**src/rtl/iq_pair_pkg.sv**
```systemverilog
package iq_pair_pkg;
  localparam int unsigned SAMPLE_W = 16;
  localparam int unsigned N_LANES  = 2;

  typedef struct packed {
    logic single_port;
    logic sel_inv;
    logic q_first;
    logic offset_bin;
    logic real_only;
  } mode_t;
endpackage

```
**src/rtl/iq_fmt_conv.sv**
```systemverilog
module iq_fmt_conv #(
  parameter int unsigned W = 16
) (
  input  logic         offset_bin_i,
  input  logic [W-1:0] word_i,
  output logic [W-1:0] word_o
);
  // offset binary -> two's complement is a sign-bit flip
  assign word_o = {word_i[W-1] ^ offset_bin_i, word_i[W-2:0]};
endmodule

```
**src/rtl/iq_interleave.sv**
```systemverilog
module iq_interleave #(
  parameter int unsigned W = 16
) (
  input  logic         clk_i,
  input  logic         rst_ni,
  input  logic         en_i,
  input  logic         flush_i,
  input  logic         q_first_i,
  input  logic         is_i_i,
  input  logic [W-1:0] word_i,
  output logic         emit_o,
  output logic [W-1:0] i_o,
  output logic [W-1:0] q_o,
  output logic         dup_o
);
  logic         hold_vld_q;
  logic [W-1:0] hold_word_q;
  logic         last_vld_q;
  logic         last_is_i_q;
  logic         active;
  logic         is_opener;

  assign active    = en_i && !flush_i;
  // opener: the word type that waits for a partner
  assign is_opener = (is_i_i != q_first_i);

  always_ff @(posedge clk_i or negedge rst_ni) begin
    if (!rst_ni) begin
      hold_vld_q  <= 1'b0;
      hold_word_q <= '0;
      last_vld_q  <= 1'b0;
      last_is_i_q <= 1'b0;
    end else if (!active) begin
      hold_vld_q <= 1'b0;
      last_vld_q <= 1'b0;
    end else begin
      last_vld_q  <= 1'b1;
      last_is_i_q <= is_i_i;
      if (is_opener) begin
        hold_word_q <= word_i;
        hold_vld_q  <= 1'b1;
      end else begin
        hold_vld_q <= 1'b0;
      end
    end
  end

  assign emit_o = active && hold_vld_q && !is_opener;
  assign i_o    = q_first_i ? word_i : hold_word_q;
  assign q_o    = q_first_i ? hold_word_q : word_i;
  assign dup_o  = active && last_vld_q && (last_is_i_q == is_i_i);
endmodule

```
**src/rtl/iq_pair_out.sv**
```systemverilog
module iq_pair_out #(
  parameter int unsigned W = 16
) (
  input  logic         clk_i,
  input  logic         rst_ni,
  input  logic         dual_emit_i,
  input  logic [W-1:0] dual_i_i,
  input  logic [W-1:0] dual_q_i,
  input  logic         ser_emit_i,
  input  logic [W-1:0] ser_i_i,
  input  logic [W-1:0] ser_q_i,
  input  logic         real_only_i,
  input  logic         dup_i,
  input  logic         err_clr_i,
  output logic [W-1:0] i_o,
  output logic [W-1:0] q_o,
  output logic         pair_valid_o,
  output logic         tag_err_o
);
  logic         emit;
  logic [W-1:0] nxt_i, nxt_q;

  assign emit  = dual_emit_i || ser_emit_i;
  assign nxt_i = dual_emit_i ? dual_i_i : ser_i_i;
  assign nxt_q = real_only_i ? '0 : (dual_emit_i ? dual_q_i : ser_q_i);

  always_ff @(posedge clk_i or negedge rst_ni) begin
    if (!rst_ni) begin
      i_o          <= '0;
      q_o          <= '0;
      pair_valid_o <= 1'b0;
      tag_err_o    <= 1'b0;
    end else begin
      pair_valid_o <= emit;
      if (emit) begin
        i_o <= nxt_i;
        q_o <= nxt_q;
      end
      if (dup_i)          tag_err_o <= 1'b1;
      else if (err_clr_i) tag_err_o <= 1'b0;
    end
  end
endmodule

```
**src/rtl/iq_pair_assembler.sv**
```systemverilog
module iq_pair_assembler
  import iq_pair_pkg::*;
#(
  parameter int unsigned W = SAMPLE_W
) (
  input  logic         clk_i,
  input  logic         rst_ni,
  input  logic         single_port_i,
  input  logic         sel_inv_i,
  input  logic         q_first_i,
  input  logic         offset_bin_i,
  input  logic         real_only_i,
  input  logic         err_clr_i,
  input  logic         sel_i,
  input  logic [W-1:0] port_a_i,
  input  logic [W-1:0] port_b_i,
  output logic [W-1:0] i_o,
  output logic [W-1:0] q_o,
  output logic         pair_valid_o,
  output logic         tag_err_o
);
  mode_t        mode_in, mode_q;
  logic         mode_chg;
  logic [W-1:0] raw  [N_LANES];
  logic [W-1:0] conv [N_LANES];
  logic         ser_emit, dup;
  logic [W-1:0] ser_i, ser_q;

  assign mode_in = '{single_port: single_port_i, sel_inv: sel_inv_i,
                     q_first: q_first_i, offset_bin: offset_bin_i,
                     real_only: real_only_i};

  always_ff @(posedge clk_i or negedge rst_ni) begin
    if (!rst_ni) mode_q <= '0;
    else         mode_q <= mode_in;
  end

  assign mode_chg = (mode_in != mode_q);

  assign raw[0] = port_a_i;
  assign raw[1] = port_b_i;

  for (genvar g = 0; g < N_LANES; g++) begin : g_lane
    iq_fmt_conv #(.W(W)) u_conv (
      .offset_bin_i (offset_bin_i),
      .word_i       (raw[g]),
      .word_o       (conv[g])
    );
  end

  iq_interleave #(.W(W)) u_ilv (
    .clk_i     (clk_i),
    .rst_ni    (rst_ni),
    .en_i      (single_port_i),
    .flush_i   (mode_chg),
    .q_first_i (q_first_i),
    .is_i_i    (sel_i ^ sel_inv_i),
    .word_i    (conv[0]),
    .emit_o    (ser_emit),
    .i_o       (ser_i),
    .q_o       (ser_q),
    .dup_o     (dup)
  );

  iq_pair_out #(.W(W)) u_out (
    .clk_i        (clk_i),
    .rst_ni       (rst_ni),
    .dual_emit_i  (!single_port_i && !mode_chg),
    .dual_i_i     (conv[0]),
    .dual_q_i     (conv[1]),
    .ser_emit_i   (ser_emit),
    .ser_i_i      (ser_i),
    .ser_q_i      (ser_q),
    .real_only_i  (real_only_i),
    .dup_i        (dup),
    .err_clr_i    (err_clr_i),
    .i_o          (i_o),
    .q_o          (q_o),
    .pair_valid_o (pair_valid_o),
    .tag_err_o    (tag_err_o)
  );
endmodule

```
**config.mk**
```make
export PLATFORM = sky130hd
export DESIGN_NAME = iq_pair_assembler
export DESIGN_NICKNAME = d
export VERILOG_FILES = /design/src/rtl/iq_pair_pkg.sv /design/src/rtl/iq_fmt_conv.sv /design/src/rtl/iq_interleave.sv /design/src/rtl/iq_pair_out.sv /design/src/rtl/iq_pair_assembler.sv
export SDC_FILE = /design/constraint.sdc
export NUM_CORES = 1
export LEC_CHECK = 0
export ABC_AREA = 1
export BUFFER_PORTS_ARGS = -buffer_cell sky130_fd_sc_hd__buf_2
export CORE_AREA = 5 5 94 96
export DETAILED_ROUTE_END_ITERATION = 10
export DIE_AREA = 0 0 99 101
export PLACE_DENSITY_LB_ADDON = 0.3
export SYNTH_ARGS = -nofsm -noshare
export SYNTH_HDL_FRONTEND = slang
export SYNTH_SLANG_ARGS = --single-unit
```
**constraint.sdc**
```tcl
create_clock -name clk_i -period 1.4 [get_ports clk_i]
set_clock_uncertainty 0.15 [all_clocks]
set_input_delay 0.14 -clock clk_i [delete_from_list [all_inputs] [get_ports clk_i]]
set_output_delay 0.14 -clock clk_i [all_outputs]
set_load 0.05 [all_outputs]
```
==> out/results.md, run 1 <==
| Stage | Parameter | Value |
|:---|:---|:---|
| timing | Setup TNS | -12.79 ns |
| critical path | Worst setup SP type | register |
| detailed routing | Routed wire per std cell | 12.79 um |
| critical path | Biggest fanout along the worst timing path | 21 |
| layout | Most common library cell in the layout ignoring fill and taps | sky130_fd_sc_hd__nand2_1 |
| min path | Class of the most critical hold timing path | in2reg |
| placed design | Total instance count after detailed placement | 613 |
| synthesis | Post-synth EDFFs | 0 |
| synthesis | Fraction of registers with async set/reset | 100.0% |
| critical path | Highest cell delay on the worst timing path | 0.41 ns |
| run status | Result of the run | finished with violations |
| timing | Worst setup margin | -0.2858 ns |
| critical path | Count of buffering cells on the critical path with inverters included | 1 |
| timing | Final hold vios | 0 |
| critical path | Data arrival time of the worst path | 1.80 ns |
| synthesis | Portion of the post-synthesis area used by sequential elements | 47.54% |
| cts | H-Tree Depth | 3 |
| cts | Clock sink count | 58 |
| placed design | Final GP Congestion | 0.8008 |
| cts | Deepest clock path buffer count | 2 |
| timing | Unrepaired setup endpoints after global routing | true |
| floorplan | I/O pin cnt | 75 |
| synthesis | Post-Synthesis Cells | 431 |
| timing | Worst slew slack as a fraction of its limit | 71.61% |
| power and ir drop | Overall power of the completed layout | 5.890 mW |
| timing | Count of pins over their slew limit | 0 |
| global routing | Global-route wire length before repair | 14620 um |
| floorplan | Area enclosed by the die boundary | 0.009999 sq mm |
| layout | Highest-count cells in the layout ignoring fill and taps | sky130_fd_sc_hd__nand2_1, sky130_fd_sc_hd__buf_2, sky130_fd_sc_hd__dfrtp_1 |
| detailed routing | Number of nets with antenna violations after routing | 0 |
| synthesis | Most instantiated flip-flop cell in the synthesis netlist | sky130_fd_sc_hd__dfrtp_1 |
| timing | Maximum clock rate | 593.2 MHz |
| run status | Violations in the final reports | negative setup slack |
| layout | Layout overhead on the synthesized area | 42.66% |
| layout | Post-route cell area | 0.004355 sq mm |
| placed design | IO Port Bufs | 74 |
| power and ir drop | Static leakage | 2.395 nW |
| power and ir drop | Maximum vdd drop | 1172 uV |
| flow run | Maximum capacitance violations | 0 |
| floorplan | Starting density of the core | 38.31% |
| placed design | Post-detailed-placement half-perimeter wirelength | 5897 um |
| cts | Clock tree from TritonCTS | done |
| critical path | Crit path capture type | register |
| timing | Final clock period utilization by the worst path | 120.4% |
| floorplan | Height of the chip | 101 um |
| detailed routing | Total via count after detailed routing | 3113 |
| layout | Share of the core filled with cells | 54.66% |
| global routing | Number of antenna violations at the first check in global routing | 0 |
| detailed routing | Drt first-iter violations | 131 |
| synthesis | Seq cells post-synth | 58 |
| critical path | Data required time at the worst endpoint | 1.52 ns |
| synthesis | Post-Synthesis Net Count | 472 |
| detailed routing | Total detailed-routing wirelength | 8521 um |
| floorplan | Width of the die | 99 um |
| layout | Diode insertion count for antenna repair | 0 |
| cts | Clock Pin Slew Worst Setup and Hold Paths | 0.07 ns |
| timing | Final setup violation count | 53 |
| detailed routing | Routed vias/inst | 4.674 |
| power and ir drop | Power density normalized to cell area | 1352 mW/mm^2 |
| synthesis | Post-Synthesis Cell Area | 0.003053 sq mm |
| global routing | Via count of the first global-routing pass | 3073 |
| timing | Slew at the pin closest to its max-slew limit | 0.4259 ns |
| layout | Number of filler cells placed in the layout | 774 |
| global routing | Largest net degree at the start of global routing | 33 |
| critical path | Crit path max-delay family | simple AND/OR/NAND/NOR gates |
| global routing | Total Routing Usage GR | 18.27% |
| timing | Worst hold margin | 0.01583 ns |
| cts | Clock insertion delay at the later pin of the skew report | 0.34 ns |
| cts | CTS buffer count | 9 |
| critical path | Master of the slowest instance on the critical path | sky130_fd_sc_hd__dfrtp_1 |
| placed design | Post-placement cell area | 0.003724 sq mm |
| synthesis | Number of unique standard cell types used by synthesis | 17 |
| placed design | Pre-CTS setup slack | -0.2292 ns |
| synthesis | Average cell area after synthesis | 7.083 sq um |
| critical path | Cell mode on critical path | sky130_fd_sc_hd__nor2_4 |
| critical path | Worst Setup Path Type | reg2reg |
| critical path | Crit path cell chain | xnor2_2 -> nand3_2 -> nor2_4 -> nand2_2 -> nor2_4 -> buf_12 -> nand2_1 -> o21ai_1 |
| detailed routing | 1st-pass router iterations | 4 |
| layout | Final Non-Filler Cells | 666 |
| floorplan | Number of placement rows | 33 |
| global routing | Remaining Overflow, GRT | 0 |
| synthesis | Count of synthesis-stage warnings from yosys | 0 |
| timing | Time the final worst path needs with I/O delays and setup | 1.686 ns |
| layout | Final net count | 597 |
| layout | Ratio of cells with drive above 1 in the final layout | 23.71% |
| cts | Clock root buffer | sky130_fd_sc_hd__clkbuf_8 |
| floorplan | Core Footprint | 0.007969 sq mm |
| detailed routing | DRC viols | 0 |
==> cells in the mapped netlist, types with 2 or more instances <==
master / count / area share (%)
sky130_fd_sc_hd__buf_2: 6 / 0.98
sky130_fd_sc_hd__buf_4: 5 / 1.2
sky130_fd_sc_hd__clkbuf_1: 12 / 1.5
sky130_fd_sc_hd__dfrtp_1: 58 / 48
sky130_fd_sc_hd__inv_1: 25 / 3.1
sky130_fd_sc_hd__inv_2: 2 / 0.25
sky130_fd_sc_hd__nand2_1: 224 / 28
sky130_fd_sc_hd__nand3_1: 36 / 5.9
sky130_fd_sc_hd__nor2_4: 3 / 1.1
sky130_fd_sc_hd__o21ai_0: 38 / 6.2
sky130_fd_sc_hd__o21ai_1: 13 / 2.1
sky130_fd_sc_hd__xnor2_1: 4 / 1.1
==> state kept, by name (all words and copies together), names as in the netlist <==
name / count
mode_q: 5
u_ilv.hold_vld_q: 1
u_ilv.hold_word_q: 16
u_ilv.last_is_i_q: 1
u_ilv.last_vld_q: 1
u_out.i_o: 16
u_out.pair_valid_o: 1
u_out.q_o: 16
u_out.tag_err_o: 1
==> layer usage <==
metal	GRT usage [%]	up-vias	part of all wire (%)
li1	-	1590	-
met1	24.00	1419	45
met2	28.77	86	47
met3	3.114	18	5.2
met4	9.769	0	2.9
met5	0	-	0
==> cells by family (layout without fill, tap and decap cells) <==
family,after synthesis,after routing,synth area share [%]
AND/OR/NAND/NOR,265,265,35.12
buffers and inverters,51,181,7.377
XOR/XNOR,5,5,1.434
flip-flops,58,58,47.54
AO/OA/AOI/OAI,52,52,8.524
==> layout make-up <==
class	count	area, sq um	share of cell area, %
sequential	58	1451	33.32
timing repair buffer	138	1059	24.30
multi-input combinational	322	1410	32.38
clock inverter	2	35.03	0.8044
inverter	27	106.4	2.442
clock buffer	14	162.7	3.735
tap	105	131.4	3.016
==> worst min-delay path: stages <==
cell and delay (ns):
sky130_fd_sc_hd__buf_2 0.08, sky130_fd_sc_hd__nand3_1 0.08, sky130_fd_sc_hd__nand2_1 0.08, sky130_fd_sc_hd__nand2_1 0.05, sky130_fd_sc_hd__nand2_1 0.05
==> worst paths after layout <==
path                         startpoint                     to  slack (ns)  cells past startpoint
max in group asynchronous        rst_ni  u_ilv.hold_word_q[13]        0.50                      3
min in group asynchronous        rst_ni        u_out.tag_err_o        0.12                      2
hold / removal             port_b_i[13]          u_out.q_o[13]        0.02                      5
setup / recovery              mode_q[0]  u_ilv.hold_word_q[11]       -0.29                      8
hold reg to reg            u_out.q_o[2]           u_out.q_o[2]        0.33                      2
setup reg to reg              mode_q[0]  u_ilv.hold_word_q[11]       -0.29                      8
==> power breakdown <==
| group | total, mW | switching (mW) | internal, mW |
|---|---|---|---|
| registers | 2.21 | 0.156 | 2.05 |
| logic | 2.10 | 1.49 | 0.607 |
| clock network | 1.59 | 0.668 | 0.919 |
==> what timing repair did <==
item | in CTS | in global routing
pin swaps | 0 | 2
endpoints found under the hold margin | 94 | 0
resized for setup | 16 | 9
hold buffers | 36 | 0
setup buffers | 1 | 1
setup endpoints to repair | 51 | 53
(Power assumes the default switching activity.)
==> run 2: changes to the inputs <==
--- a/config.mk
+++ b/config.mk
@@ -5,11 +5,10 @@
 export SDC_FILE = /design/constraint.sdc
 export NUM_CORES = 1
 export LEC_CHECK = 0
-export ABC_AREA = 1
 export BUFFER_PORTS_ARGS = -buffer_cell sky130_fd_sc_hd__buf_2
-export CORE_AREA = 5 5 94 96
+export CORE_AREA = 5 5 86 88
 export DETAILED_ROUTE_END_ITERATION = 10
-export DIE_AREA = 0 0 99 101
+export DIE_AREA = 0 0 91 93
 export PLACE_DENSITY_LB_ADDON = 0.3
 export SYNTH_ARGS = -nofsm -noshare
 export SYNTH_HDL_FRONTEND = slang
==> run 2 against run 1 <==
  * The flow still finishes with violations (negative setup slack)
  * Clock-buffer cell count shrank 3
  * Highest routed layer unchanged
  * First-iteration DRC count increased by 6.1%
  * Combinational power increased by 7%
  * Design area is 2.2% higher
  * Maximum frequency shrank 12%
  * Critical path type unchanged
  * Final cell count is 28% lower
  * Sequential cell count stayed put
  * Sequential share of layout area shrank 0.69 points
  * Via count fell by 11%
  * Global-route usage grew 2.2 points
  * Die area down 15%
==> out/results.md, run 2 <==
| Stage | Parameter | Value |
|:---|:---|:---|
| floorplan | Height of the chip | 93 um |
| power and ir drop | Switching fraction of total power | 36.63% |
| critical path | Crit path cell chain | xnor2_2 -> nand4_4 -> buf_12 -> or3_1 -> a32o_1 |
| placed design | Post-detailed-placement half-perimeter wirelength | 5515 um |
| synthesis | Post-Synthesis Net Count | 307 |
| run status | Result of the run | finished with violations |
| cts | Clock root buffer | sky130_fd_sc_hd__clkbuf_8 |
| power and ir drop | Power density normalized to cell area | 1463 mW/mm^2 |
| global routing | Global Route met3 Usage | 4.425% |
| synthesis | Post-synthesis cell type with the largest combined area | sky130_fd_sc_hd__dfrtp_1 |
| detailed routing | Drt first-iter violations | 139 |
| synthesis | Number of unique standard cell types used by synthesis | 33 |
| timing | Final clock period utilization by the worst path | 136.8% |
| power and ir drop | Combinational share of power | 34.4% |
| layout | Number of filler cells placed in the layout | 481 |
| layout | Largest registers ranked by flip-flop count | u_ilv.hold_word_q x16, u_out.i_o x16, u_out.q_o x16 |
| synthesis | Fraction of registers with async set/reset | 100.0% |
| global routing | Top Usage Layer GRT | met2 |
| layout | Area taken by multi-input logic gates | 0.001543 sq mm |
| critical path | Crit path max-delay family | simple AND/OR/NAND/NOR gates |
| floorplan | Area enclosed by the die boundary | 0.008463 sq mm |
| detailed routing | Routed vias/inst | 5.718 |
| layout | Final net count | 438 |
| critical path | Worst Setup Path Type | reg2reg |
| global routing | Global-route wire length before repair | 13790 um |
| detailed routing | Total detailed-routing wirelength | 8884 um |
| global routing | Remaining Overflow, GRT | 0 |
| synthesis | Leading cell types by total area after synthesis | sky130_fd_sc_hd__dfrtp_1, sky130_fd_sc_hd__mux2_2, sky130_fd_sc_hd__a32o_1 |
| critical path | Biggest fanout along the worst timing path | 23 |
| layout | Diode insertion count for antenna repair | 0 |
| floorplan | Starting density of the core | 46.02% |
| synthesis | Yosys top cell area share | 48.01% |
| power and ir drop | Share of power burned in registers | 35.3% |
| synthesis | Post-synth EDFFs | 0 |
| global routing | Largest net degree at the start of global routing | 59 |
| critical path | Data required time at the worst endpoint | 1.48 ns |
| floorplan | I/O pin cnt | 75 |
| global routing | Via count of the first global-routing pass | 2724 |
| layout | Layout overhead on the synthesized area | 47.27% |
| power and ir drop | Static leakage | 2.089 nW |
| critical path | Crit path capture type | register |
| power and ir drop | Clk pwr share | 30.3% |
| floorplan | Core Footprint | 0.006569 sq mm |
| synthesis | Post-Synthesis Cell Area | 0.003023 sq mm |
| placed design | Total instance count after detailed placement | 432 |
| critical path | Data arrival time of the worst path | 2.00 ns |
| cts | Clock Pin Slew Worst Setup and Hold Paths | 0.07 ns |
| power and ir drop | Psw | 2.386 mW |
| timing | Unrepaired setup endpoints after global routing | true |
| synthesis | Most instantiated flip-flop cell in the synthesis netlist | sky130_fd_sc_hd__dfrtp_1 |
| layout | Most common library cell in the layout ignoring fill and taps | sky130_fd_sc_hd__buf_2 |
| detailed routing | Total via count after detailed routing | 2756 |
| placed design | Post-placement cell area | 0.003726 sq mm |
| critical path | Count of buffering cells on the critical path with inverters included | 1 |
| power and ir drop | Internal power | 4.127 mW |
| cts | Deepest clock path buffer count | 2 |
| detailed routing | DRC viols | 0 |
| power and ir drop | Maximum vdd drop | 811.4 uV |
| critical path | Worst setup SP type | register |
| synthesis | Seq cells post-synth | 58 |
| global routing | Number of antenna violations at the first check in global routing | 0 |
| placed design | Final GP Congestion | 0.7595 |
| synthesis | Count of synthesis-stage warnings from yosys | 0 |
| cts | Clock tree from TritonCTS | done |
| cts | H-Tree Depth | 3 |
| cts | Clock sink count | 58 |
| min path | Class of the most critical hold timing path | in2reg |
| timing | Final setup violation count | 52 |
| run status | Violations in the final reports | negative setup slack |
| layout | Share of the core filled with cells | 67.77% |
| layout | Highest-count cells in the layout ignoring fill and taps | sky130_fd_sc_hd__buf_2, sky130_fd_sc_hd__dfrtp_1, sky130_fd_sc_hd__nand2_1, sky130_fd_sc_hd__o21ai_0, sky130_fd_sc_hd__dlygate4sd3_1 |
| timing | Worst slew slack as a fraction of its limit | 70.08% |
| timing | Count of pins over their slew limit | 0 |
| timing | Worst setup margin | -0.5158 ns |
| critical path | Master of the slowest instance on the critical path | sky130_fd_sc_hd__dfrtp_1 |
| timing | Final hold vios | 0 |
| synthesis | Post-Synthesis Cells | 266 |
| placed design | Pre-CTS setup slack | -0.4975 ns |
| synthesis | Most numerous cell in the Yosys netlist | sky130_fd_sc_hd__dfrtp_1 |
| layout | Ratio of cells with drive above 1 in the final layout | 41.29% |
| synthesis | Most common library cells after synthesis | sky130_fd_sc_hd__dfrtp_1, sky130_fd_sc_hd__nand2_1, sky130_fd_sc_hd__o21ai_0 |
| global routing | Total Routing Usage GR | 20.45% |
| timing | Maximum clock rate | 522.0 MHz |
| cts | CTS buffer count | 9 |
| timing | Time the final worst path needs with I/O delays and setup | 1.916 ns |
| synthesis | Average cell area after synthesis | 11.36 sq um |
| floorplan | Number of placement rows | 30 |
| synthesis | Portion of the post-synthesis area used by sequential elements | 48.01% |
| detailed routing | 1st-pass router iterations | 4 |
| global routing | Grt met2 use | 31.07% |
| critical path | Highest cell delay on the worst timing path | 0.40 ns |
| floorplan | Width of the die | 91 um |
| detailed routing | Number of nets with antenna violations after routing | 0 |
| cts | Clock insertion delay at the later pin of the skew report | 0.34 ns |
| layout | Post-route cell area | 0.004452 sq mm |
| layout | Register area | 0.001453 sq mm |
| flow run | Maximum capacitance violations | 0 |
| placed design | IO Port Bufs | 74 |
| timing | Slew at the pin closest to its max-slew limit | 0.4488 ns |
| layout | Final Non-Filler Cells | 482 |
| detailed routing | Routed wire per std cell | 18.43 um |
| global routing | Met1 Usage GRT | 28.55% |
[run 2: cell types whose count changed in the layout (fill, tap and decap cells not counted), moves of 8 or more]
cell                            change
sky130_fd_sc_hd__a32o_1            +17
sky130_fd_sc_hd__dlygate4sd3_1      -9
sky130_fd_sc_hd__o21ai_1           -16
sky130_fd_sc_hd__inv_1             -23
sky130_fd_sc_hd__nand2_1          -186
sky130_fd_sc_hd__buf_4             +10
sky130_fd_sc_hd__mux2i_1           +16
sky130_fd_sc_hd__nand2_2            -8
sky130_fd_sc_hd__nand3_1           -34
sky130_fd_sc_hd__mux2_4            +16
sky130_fd_sc_hd__or3_1             +15
sky130_fd_sc_hd__a311o_1           +15
sky130_fd_sc_hd__o22a_1            +15
[run 2: layout make-up]
| type | instances | area share (%) |
|---|---|---|
| clock buffer | 11 | 3.401 |
| sequential | 58 | 32.63 |
| tap | 80 | 2.248 |
| multi-input combinational | 183 | 34.65 |
| clock inverter | 5 | 2.248 |
| inverter | 3 | 0.3654 |
| timing repair buffer | 142 | 24.45 |
[run 2: worst paths after layout]
check	start	to	slack, ns	depth (start not counted)
max	mode_q[0]	u_out.q_o[14]	-0.52	5
min	port_b_i[11]	u_out.q_o[11]	0.008	3
max reg2reg	mode_q[0]	u_out.q_o[14]	-0.52	5
min reg2reg	u_out.tag_err_o	u_out.tag_err_o	0.34	1
max in group asynchronous	rst_ni	mode_q[4]	0.62	3
min in group asynchronous	rst_ni	u_out.i_o[2]	0.20	3
[run 2: power groups by stage]
stage,registers (mW),logic [mW],clock network (mW)
floorplan,3.17,0.619,0
global placement,2.30,2.06,0
detailed placement,2.31,2.09,0
CTS,2.28,2.18,1.99
global route,2.34,2.36,2.07
finish,2.30,2.24,1.98
[run 2: worst register-to-register path, cell delays in order (launching register included)]
cell and delay [ns]:
sky130_fd_sc_hd__dfrtp_1 0.40, sky130_fd_sc_hd__xnor2_2 0.21, sky130_fd_sc_hd__nand4_4 0.22, sky130_fd_sc_hd__buf_12 0.23, sky130_fd_sc_hd__or3_1 0.36, sky130_fd_sc_hd__a32o_1 0.25
[run 2: kinds of logic (layout without fill, tap and decap cells)]
group	after synthesis	count (layout)	synth area share, %
AND/OR/NAND/NOR	58	58	10.47
XOR/XNOR	9	9	3.353
buffers and inverters	25	161	4.387
AO/OA/AOI/OAI	83	83	22.14
multiplexers	33	33	11.63
flip-flops	58	58	48.01
[run 2: metal layers]
| metal | share of wire, % | vias to the layer above |
|---|---|---|
| li1 | - | 1268 |
| met1 | 44 | 1390 |
| met2 | 49 | 88 |
| met3 | 6.2 | 10 |
| met4 | 1.3 | 0 |
| met5 | 0 | - |
[run 2: per-stage QoR]
stage	setup TNS, ns	total power, mW	hold slack (ns)
final	-22.99	6.513	0.007751
after global routing	-27.17	6.765	0.009046
after CTS	-22.00	6.456	0.005266
after detailed placement	-21.87	4.398	0.02052
after global placement	-20.16	4.357	0.01509
after floorplan	-16.20	3.784	-0.3056
[run 2: repair_timing]
action                                  CTS  global route
gates resized for setup                  12            17
gates cloned                              0             2
hold endpoints to repair                 84             0
pin swaps                                 0             1
hold buffers                             27             0
endpoints found under the setup margin   53            53
setup buffers                             0             5
